<file path="config.mk">
export PLATFORM = sky130hd
export DESIGN_NAME = fcw_timer
export DESIGN_NICKNAME = d
export VERILOG_FILES = /design/src/rtl/fcw_pkg.sv /design/src/rtl/fcw_edge_det.sv /design/src/rtl/fcw_cfg_reg.sv /design/src/rtl/fcw_window_cnt.sv /design/src/rtl/fcw_ctrl.sv /design/src/rtl/fcw_timer.sv
export SDC_FILE = /design/constraint.sdc
export NUM_CORES = 1
export LEC_CHECK = 0
export ABC_CLOCK_PERIOD_IN_PS = 3100
export BUFFER_PORTS_ARGS = -buffer_cell sky130_fd_sc_hd__buf_2
export CAP_MARGIN = 20
export CELL_PAD_IN_SITES_DETAIL_PLACEMENT = 0
export CELL_PAD_IN_SITES_GLOBAL_PLACEMENT = 2
export CORE_UTILIZATION = 33
export DETAILED_ROUTE_END_ITERATION = 16
export HOLD_SLACK_MARGIN = 0.1
export MAX_ROUTING_LAYER = met4
export PLACE_DENSITY = 0.85
export SLEW_MARGIN = 20
export SYNTH_ARGS = -nofsm -noshare
export SYNTH_HDL_FRONTEND = slang
export SYNTH_SLANG_ARGS = --single-unit
</file>
<file path="constraint.sdc">
create_clock -name clk -period 3.1 [get_ports clk]
set_input_delay 0.31 -clock clk [delete_from_list [all_inputs] [get_ports clk]]
set_output_delay 0.31 -clock clk [all_outputs]
set_load 0.005 [all_outputs]
</file>
<file path="src/rtl/fcw_pkg.sv">
// Package: shared state encoding and window-length arithmetic for the
// fast clear window timer. Assumes all time quantities are in whole ns.
package fcw_pkg;

    typedef enum logic [1:0] {
        ST_IDLE  = 2'd0,
        ST_TIMED = 2'd1,
        ST_EXT   = 2'd2
    } fcw_state_t;

    // Window length in clock cycles for a code, rounded up so it is never short.
    function automatic int unsigned win_cycles(input int unsigned code,
                                               input int unsigned step_ns,
                                               input int unsigned period_ns);
        return ((code + 1) * step_ns + period_ns - 1) / period_ns;
    endfunction

endpackage

</file>
<file path="src/rtl/fcw_edge_det.sv">
// Module: detects a falling edge on the gate input.
// Assumes gate_i is already synchronous to clk. The flag is combinational:
// it is high in the cycle where gate_i is low and was high at the last edge.
module fcw_edge_det (
    input  logic clk,
    input  logic rst_n,
    input  logic sig_i,
    output logic fall_o
);
    logic sig_q;

    // Hold last sampled level of the input.
    always_ff @(posedge clk) begin
        if (!rst_n) sig_q <= 1'b0;
        else        sig_q <= sig_i;
    end

    // Falling edge when previous was high and current is low.
    assign fall_o = sig_q & ~sig_i;
endmodule

</file>
<file path="src/rtl/fcw_cfg_reg.sv">
// Module: configuration register for window code and external-mode bit.
// Assumes a single-cycle write strobe; outputs are the stored values.
module fcw_cfg_reg #(
    parameter int unsigned CODE_W = 4
) (
    input  logic              clk,
    input  logic              rst_n,
    input  logic              wr_i,
    input  logic [CODE_W-1:0] code_i,
    input  logic              ext_sel_i,
    output logic [CODE_W-1:0] code_o,
    output logic              ext_sel_o
);
    // Store written fields; reset clears both to 0.
    always_ff @(posedge clk) begin
        if (!rst_n) begin
            code_o    <= '0;
            ext_sel_o <= 1'b0;
        end else if (wr_i) begin
            code_o    <= code_i;
            ext_sel_o <= ext_sel_i;
        end
    end
endmodule

</file>
<file path="src/rtl/fcw_window_cnt.sv">
// Module: loadable down counter that times the on-board window.
// Assumes load has priority over decrement; stops at zero.
module fcw_window_cnt #(
    parameter int unsigned CNT_W = 13
) (
    input  logic             clk,
    input  logic             rst_n,
    input  logic             load_i,
    input  logic [CNT_W-1:0] load_val_i,
    input  logic             dec_i,
    output logic             zero_o
);
    logic [CNT_W-1:0] cnt_q;

    // Load the window length or count down toward zero.
    always_ff @(posedge clk) begin
        if (!rst_n)                     cnt_q <= '0;
        else if (load_i)                cnt_q <= load_val_i;
        else if (dec_i && cnt_q != '0)  cnt_q <= cnt_q - CNT_W'(1);
    end

    // Flag the last cycle of the window.
    assign zero_o = (cnt_q == '0);
endmodule

</file>
<file path="src/rtl/fcw_ctrl.sv">
// Module: window state machine. Opens a timed or external window on a
// gate fall, resolves it to a commit or a discard pulse.
// Assumes fall_i comes from fcw_edge_det and zero_i from fcw_window_cnt.
module fcw_ctrl #(
    parameter int unsigned CODE_W        = 4,
    parameter int unsigned CNT_W         = 13,
    parameter int unsigned STEP_NS       = 2048,
    parameter int unsigned CLK_PERIOD_NS = 4
) (
    input  logic              clk,
    input  logic              rst_n,
    input  logic              fall_i,
    input  logic              fast_clear_i,
    input  logic              ext_win_i,
    input  logic [CODE_W-1:0] code_i,
    input  logic              ext_sel_i,
    input  logic              zero_i,
    output logic              load_o,
    output logic [CNT_W-1:0]  load_val_o,
    output logic              dec_o,
    output logic              win_open_o,
    output logic              commit_o,
    output logic              discard_o
);
    import fcw_pkg::*;

    fcw_state_t state_q;

    // Counter control: load at the opening edge in timed mode, count while timed.
    assign load_o     = (state_q == ST_IDLE) && fall_i && !ext_sel_i;
    assign load_val_o = CNT_W'(win_cycles(32'(code_i), STEP_NS, CLK_PERIOD_NS) - 1);
    assign dec_o      = (state_q == ST_TIMED);
    assign win_open_o = (state_q != ST_IDLE);

    // Advance the window state and register the one-cycle outcome pulses.
    always_ff @(posedge clk) begin
        if (!rst_n) begin
            state_q   <= ST_IDLE;
            commit_o  <= 1'b0;
            discard_o <= 1'b0;
        end else begin
            commit_o  <= 1'b0;
            discard_o <= 1'b0;
            unique case (state_q)
                ST_IDLE: begin
                    if (fall_i) state_q <= ext_sel_i ? ST_EXT : ST_TIMED;
                end
                ST_TIMED: begin
                    if (fast_clear_i) begin
                        discard_o <= 1'b1;
                        state_q   <= ST_IDLE;
                    end else if (zero_i) begin
                        commit_o  <= 1'b1;
                        state_q   <= ST_IDLE;
                    end
                end
                ST_EXT: begin
                    if (fast_clear_i) begin
                        discard_o <= 1'b1;
                        state_q   <= ST_IDLE;
                    end else if (!ext_win_i) begin
                        commit_o  <= 1'b1;
                        state_q   <= ST_IDLE;
                    end
                end
                default: state_q <= ST_IDLE;
            endcase
        end
    end
endmodule

</file>
<file path="src/rtl/fcw_timer.sv">
// Module: top of the fast clear window timer. Ties together the gate edge
// detector, configuration register, window counter and control FSM.
// Assumes all inputs are synchronous to clk; reset is synchronous, active low.
module fcw_timer #(
    parameter int unsigned CODE_W        = 4,
    parameter int unsigned STEP_NS       = 2048,
    parameter int unsigned CLK_PERIOD_NS = 4
) (
    input  logic              clk,
    input  logic              rst_n,
    input  logic              cfg_wr_i,
    input  logic [CODE_W-1:0] cfg_code_i,
    input  logic              cfg_ext_sel_i,
    input  logic              gate_i,
    input  logic              fast_clear_i,
    input  logic              ext_win_i,
    output logic              commit_o,
    output logic              discard_o,
    output logic [CODE_W-1:0] cfg_code_o,
    output logic              cfg_ext_sel_o
);
    localparam int unsigned NUM_CODES = 2 ** CODE_W;
    localparam int unsigned MAX_CYC   =
        fcw_pkg::win_cycles(NUM_CODES - 1, STEP_NS, CLK_PERIOD_NS);
    localparam int unsigned CNT_W     = (MAX_CYC < 2) ? 1 : $clog2(MAX_CYC);

    logic             gate_fall;
    logic             cnt_load;
    logic [CNT_W-1:0] cnt_load_val;
    logic             cnt_dec;
    logic             cnt_zero;
    logic             win_open;

    fcw_edge_det u_edge (
        .clk    (clk),
        .rst_n  (rst_n),
        .sig_i  (gate_i),
        .fall_o (gate_fall)
    );

    fcw_cfg_reg #(.CODE_W(CODE_W)) u_cfg (
        .clk       (clk),
        .rst_n     (rst_n),
        .wr_i      (cfg_wr_i),
        .code_i    (cfg_code_i),
        .ext_sel_i (cfg_ext_sel_i),
        .code_o    (cfg_code_o),
        .ext_sel_o (cfg_ext_sel_o)
    );

    fcw_window_cnt #(.CNT_W(CNT_W)) u_cnt (
        .clk        (clk),
        .rst_n      (rst_n),
        .load_i     (cnt_load),
        .load_val_i (cnt_load_val),
        .dec_i      (cnt_dec),
        .zero_o     (cnt_zero)
    );

    fcw_ctrl #(
        .CODE_W        (CODE_W),
        .CNT_W         (CNT_W),
        .STEP_NS       (STEP_NS),
        .CLK_PERIOD_NS (CLK_PERIOD_NS)
    ) u_ctrl (
        .clk          (clk),
        .rst_n        (rst_n),
        .fall_i       (gate_fall),
        .fast_clear_i (fast_clear_i),
        .ext_win_i    (ext_win_i),
        .code_i       (cfg_code_o),
        .ext_sel_i    (cfg_ext_sel_o),
        .zero_i       (cnt_zero),
        .load_o       (cnt_load),
        .load_val_o   (cnt_load_val),
        .dec_o        (cnt_dec),
        .win_open_o   (win_open),
        .commit_o     (commit_o),
        .discard_o    (discard_o)
    );
endmodule

</file>
==> summary.txt <==
CTS resizes = 0
M1 GR Usage = 0.1766
sum of negative setup slack = 0 ns
Critical Path RT = 3.30 ns
FF/Latch Area = 460.4 sq um
P_leak = 0.5729 nW
vias in the first global route = 1073
Synth top area share = 0.3580
Tcrit/Tclk final = 0.8524
Fin. Hold Viols = 0
Post-Syn Instances = 152
top cells by area, synth = dfxtp_1 (36%), mux2i_1 (6.2%), nand2_1 (5.3%)
Max Slew Vio Count = 0
#FFs+latches synth = 23
Placed Area = 1400 sq um
CP Launch Type = flip-flop
CTS Hold Buffers Added = 0
DR WL/cell = 12.43 microns
crit path time final = 2.642 ns
IO Count = 18
Max-cap violations = 0
VDD IR-drop max = 0.1987 mV
placer congestion estimate = 0.7485
cell taking the most area after synthesis = dfxtp_1
fmax = 0.3785 GHz
Synth async-reset ratio = 0
most common cell after layout, fill and taps aside = dfxtp_1
vias per cell = 5.366
outcome = completed
Slew @ Worst Pin = 0.6193 ns
root buffer cell = clkbuf_8
worst min path class = in -> reg
crit path DAT = 2.84 ns
GRT busiest layer = met2
total gr overflow = 0
clk slew on worst S/H paths = 0.08 ns
max_slew headroom = 0.5856
Clock Latency Late Sink = 0.26 ns
Final #Nets = 182
diode count = 0
All-Layer GR Usage = 0.1455
initial antenna violation count = 0
Worst Skew = 0.002111 ns
sequential area share after synthesis = 0.3580
post-synthesis cell type count = 37
postcts setup bufs = 0
hpwl dp = 2008 microns
Num CTS Buffers = 3
pin count of the biggest net entering global routing = 28
vias = 1143
GR Util met2 = 0.2500
die height = 64.43 microns
die width = 64.43 microns
antenna-violating nets left = 0
H-tree lvl count = 1
Multi-input gate area = 779.5 sq um
# setup viols final = 0
post-route cell area = 1445 sq um
row count = 22
Post-synth top flop = dfxtp_1
CP max FO = 16
RSZ-0062 raised after global routing = no
drt total wl = 2648 microns
first-pass GRT wire length = 4657 microns
clock sinks = 23
TritonCTS clock tree = yes
grt met3 use = 0.02113
syn_nets = 168
First-pass DRT Iterations = 4
post-synthesis to final-layout area growth = 12.35%
Die ar. = 4151 sq um
Syn Area/Cell = 8.462 sq um
layout cells sized above 1 = 0.1455
DRC Markers = 0
IO buf count = 17
WHS = 0.2536 ns
DR iter-0 viols = 55
Post-synth EDFFs = 0
core area = 3689 sq um
maximum clock path buffer count = 2
post-synthesis cell area = 1286 sq um
FILL cells = 397
most frequent cells in the layout = dfxtp_1 (23), nand2_1 (18), buf_2 (17)
worst setup path class = reg -> reg
Starting Density = 0.3487
CP endpoint kind = flip-flop
Pwr Density = 474.8 nW/um^2
Synth Warn # = 0
[power breakdown]
| part | switching [mW] | total [mW] | internal [mW] | leakage [nW] |
|---|---|---|---|---|
| Combinational | 0.0885 | 0.161 | 0.0720 | 0.362 |
| Clock | 0.0945 | 0.186 | 0.0918 | 0.0228 |
| Sequential | 0.0228 | 0.339 | 0.317 | 0.188 |
[cell usage after synthesis, drive strengths merged, types with 4 or more instances]
master / instances
inv: 4
o21a: 5
dfxtp: 23
or3: 5
nand2: 18
nor2b: 8
o21ai: 10
xnor2: 5
ha: 5
clkbuf: 7
nor2: 4
mux2i: 8
nand3b: 6
nor3: 4
a21oi: 8
[layout make-up]
| class | count | area share |
|---|---|---|
| flip-flops and latches | 23 | 0.3186 |
| well taps | 48 | 0.04156 |
| inverters | 4 | 0.01039 |
| multi-input cells | 117 | 0.5394 |
| clock buffers | 4 | 0.03117 |
| repair buffers | 17 | 0.05887 |
[worst max-delay path: stages, from the launching register on]
cell and delay [ns]:
dfxtp_1 0.33, inv_1 0.08, ha_1 0.16, nand3b_1 0.13, or2_2 0.43, nand2_1 0.11
ha_1 0.33, nand3_1 0.20, or3_1 0.36, or3_1 0.31, a21oi_1 0.13
[logic make-up after synthesis]
family / after synthesis / synth area share
XOR/XNOR: 5 / 0.03405
buffers and inverters: 12 / 0.03599
AND/OR/NAND/NOR: 60 / 0.2597
flip-flops: 23 / 0.3580
adder cells (fa/ha/maj): 5 / 0.04864
multiplexers: 8 / 0.06226
AO/OA/AOI/OAI: 39 / 0.2014
[metrics by stage]
step | std cells | power, mW | setup slack (ns) | util
final | 213 | 0.6861 | 0.4577 | 0.3918
after global routing | 213 | 0.7318 | 0.1292 | 0.3918
after CTS | 213 | 0.6948 | 0.4258 | 0.3918
after detailed placement | 209 | 0.5083 | 0.4455 | 0.3796
after global placement | 209 | 0.5046 | 0.5691 | 0.3796
after floorplan | 152 | 0.4662 | 0.4460 | -
[registers in the layout, summed over array words and instances (netlist names)]
register / cells
u_cfg.code_o: 4
u_cfg.ext_sel_o: 1
u_cnt.cnt_q: 13
u_ctrl.commit_o: 1
u_ctrl.discard_o: 1
u_ctrl.state_q: 2
u_edge.sig_q: 1
[routing by layer]
layer | wire (microns) | vias to the layer above
met5 | 0 | -
met4 | 33 | 0
met3 | 41 | 4
met2 | 1287 | 10
met1 | 1285 | 548
li1 | - | 581
[path summary, 6_finish.rpt]
check,startpoint,slack (ns),endpoint,depth (start not counted)
worst min register to register,u_cnt.cnt_q[11],0.49,u_cnt.cnt_q[11],2
worst max-delay path,u_ctrl.state_q[0],0.46,u_cnt.cnt_q[10],10
worst min-delay path,fast_clear_i,0.25,u_ctrl.commit_o,2
worst max register to register,u_ctrl.state_q[0],0.46,u_cnt.cnt_q[10],10
No activity file was read; power rests on OpenSTA's default activity.
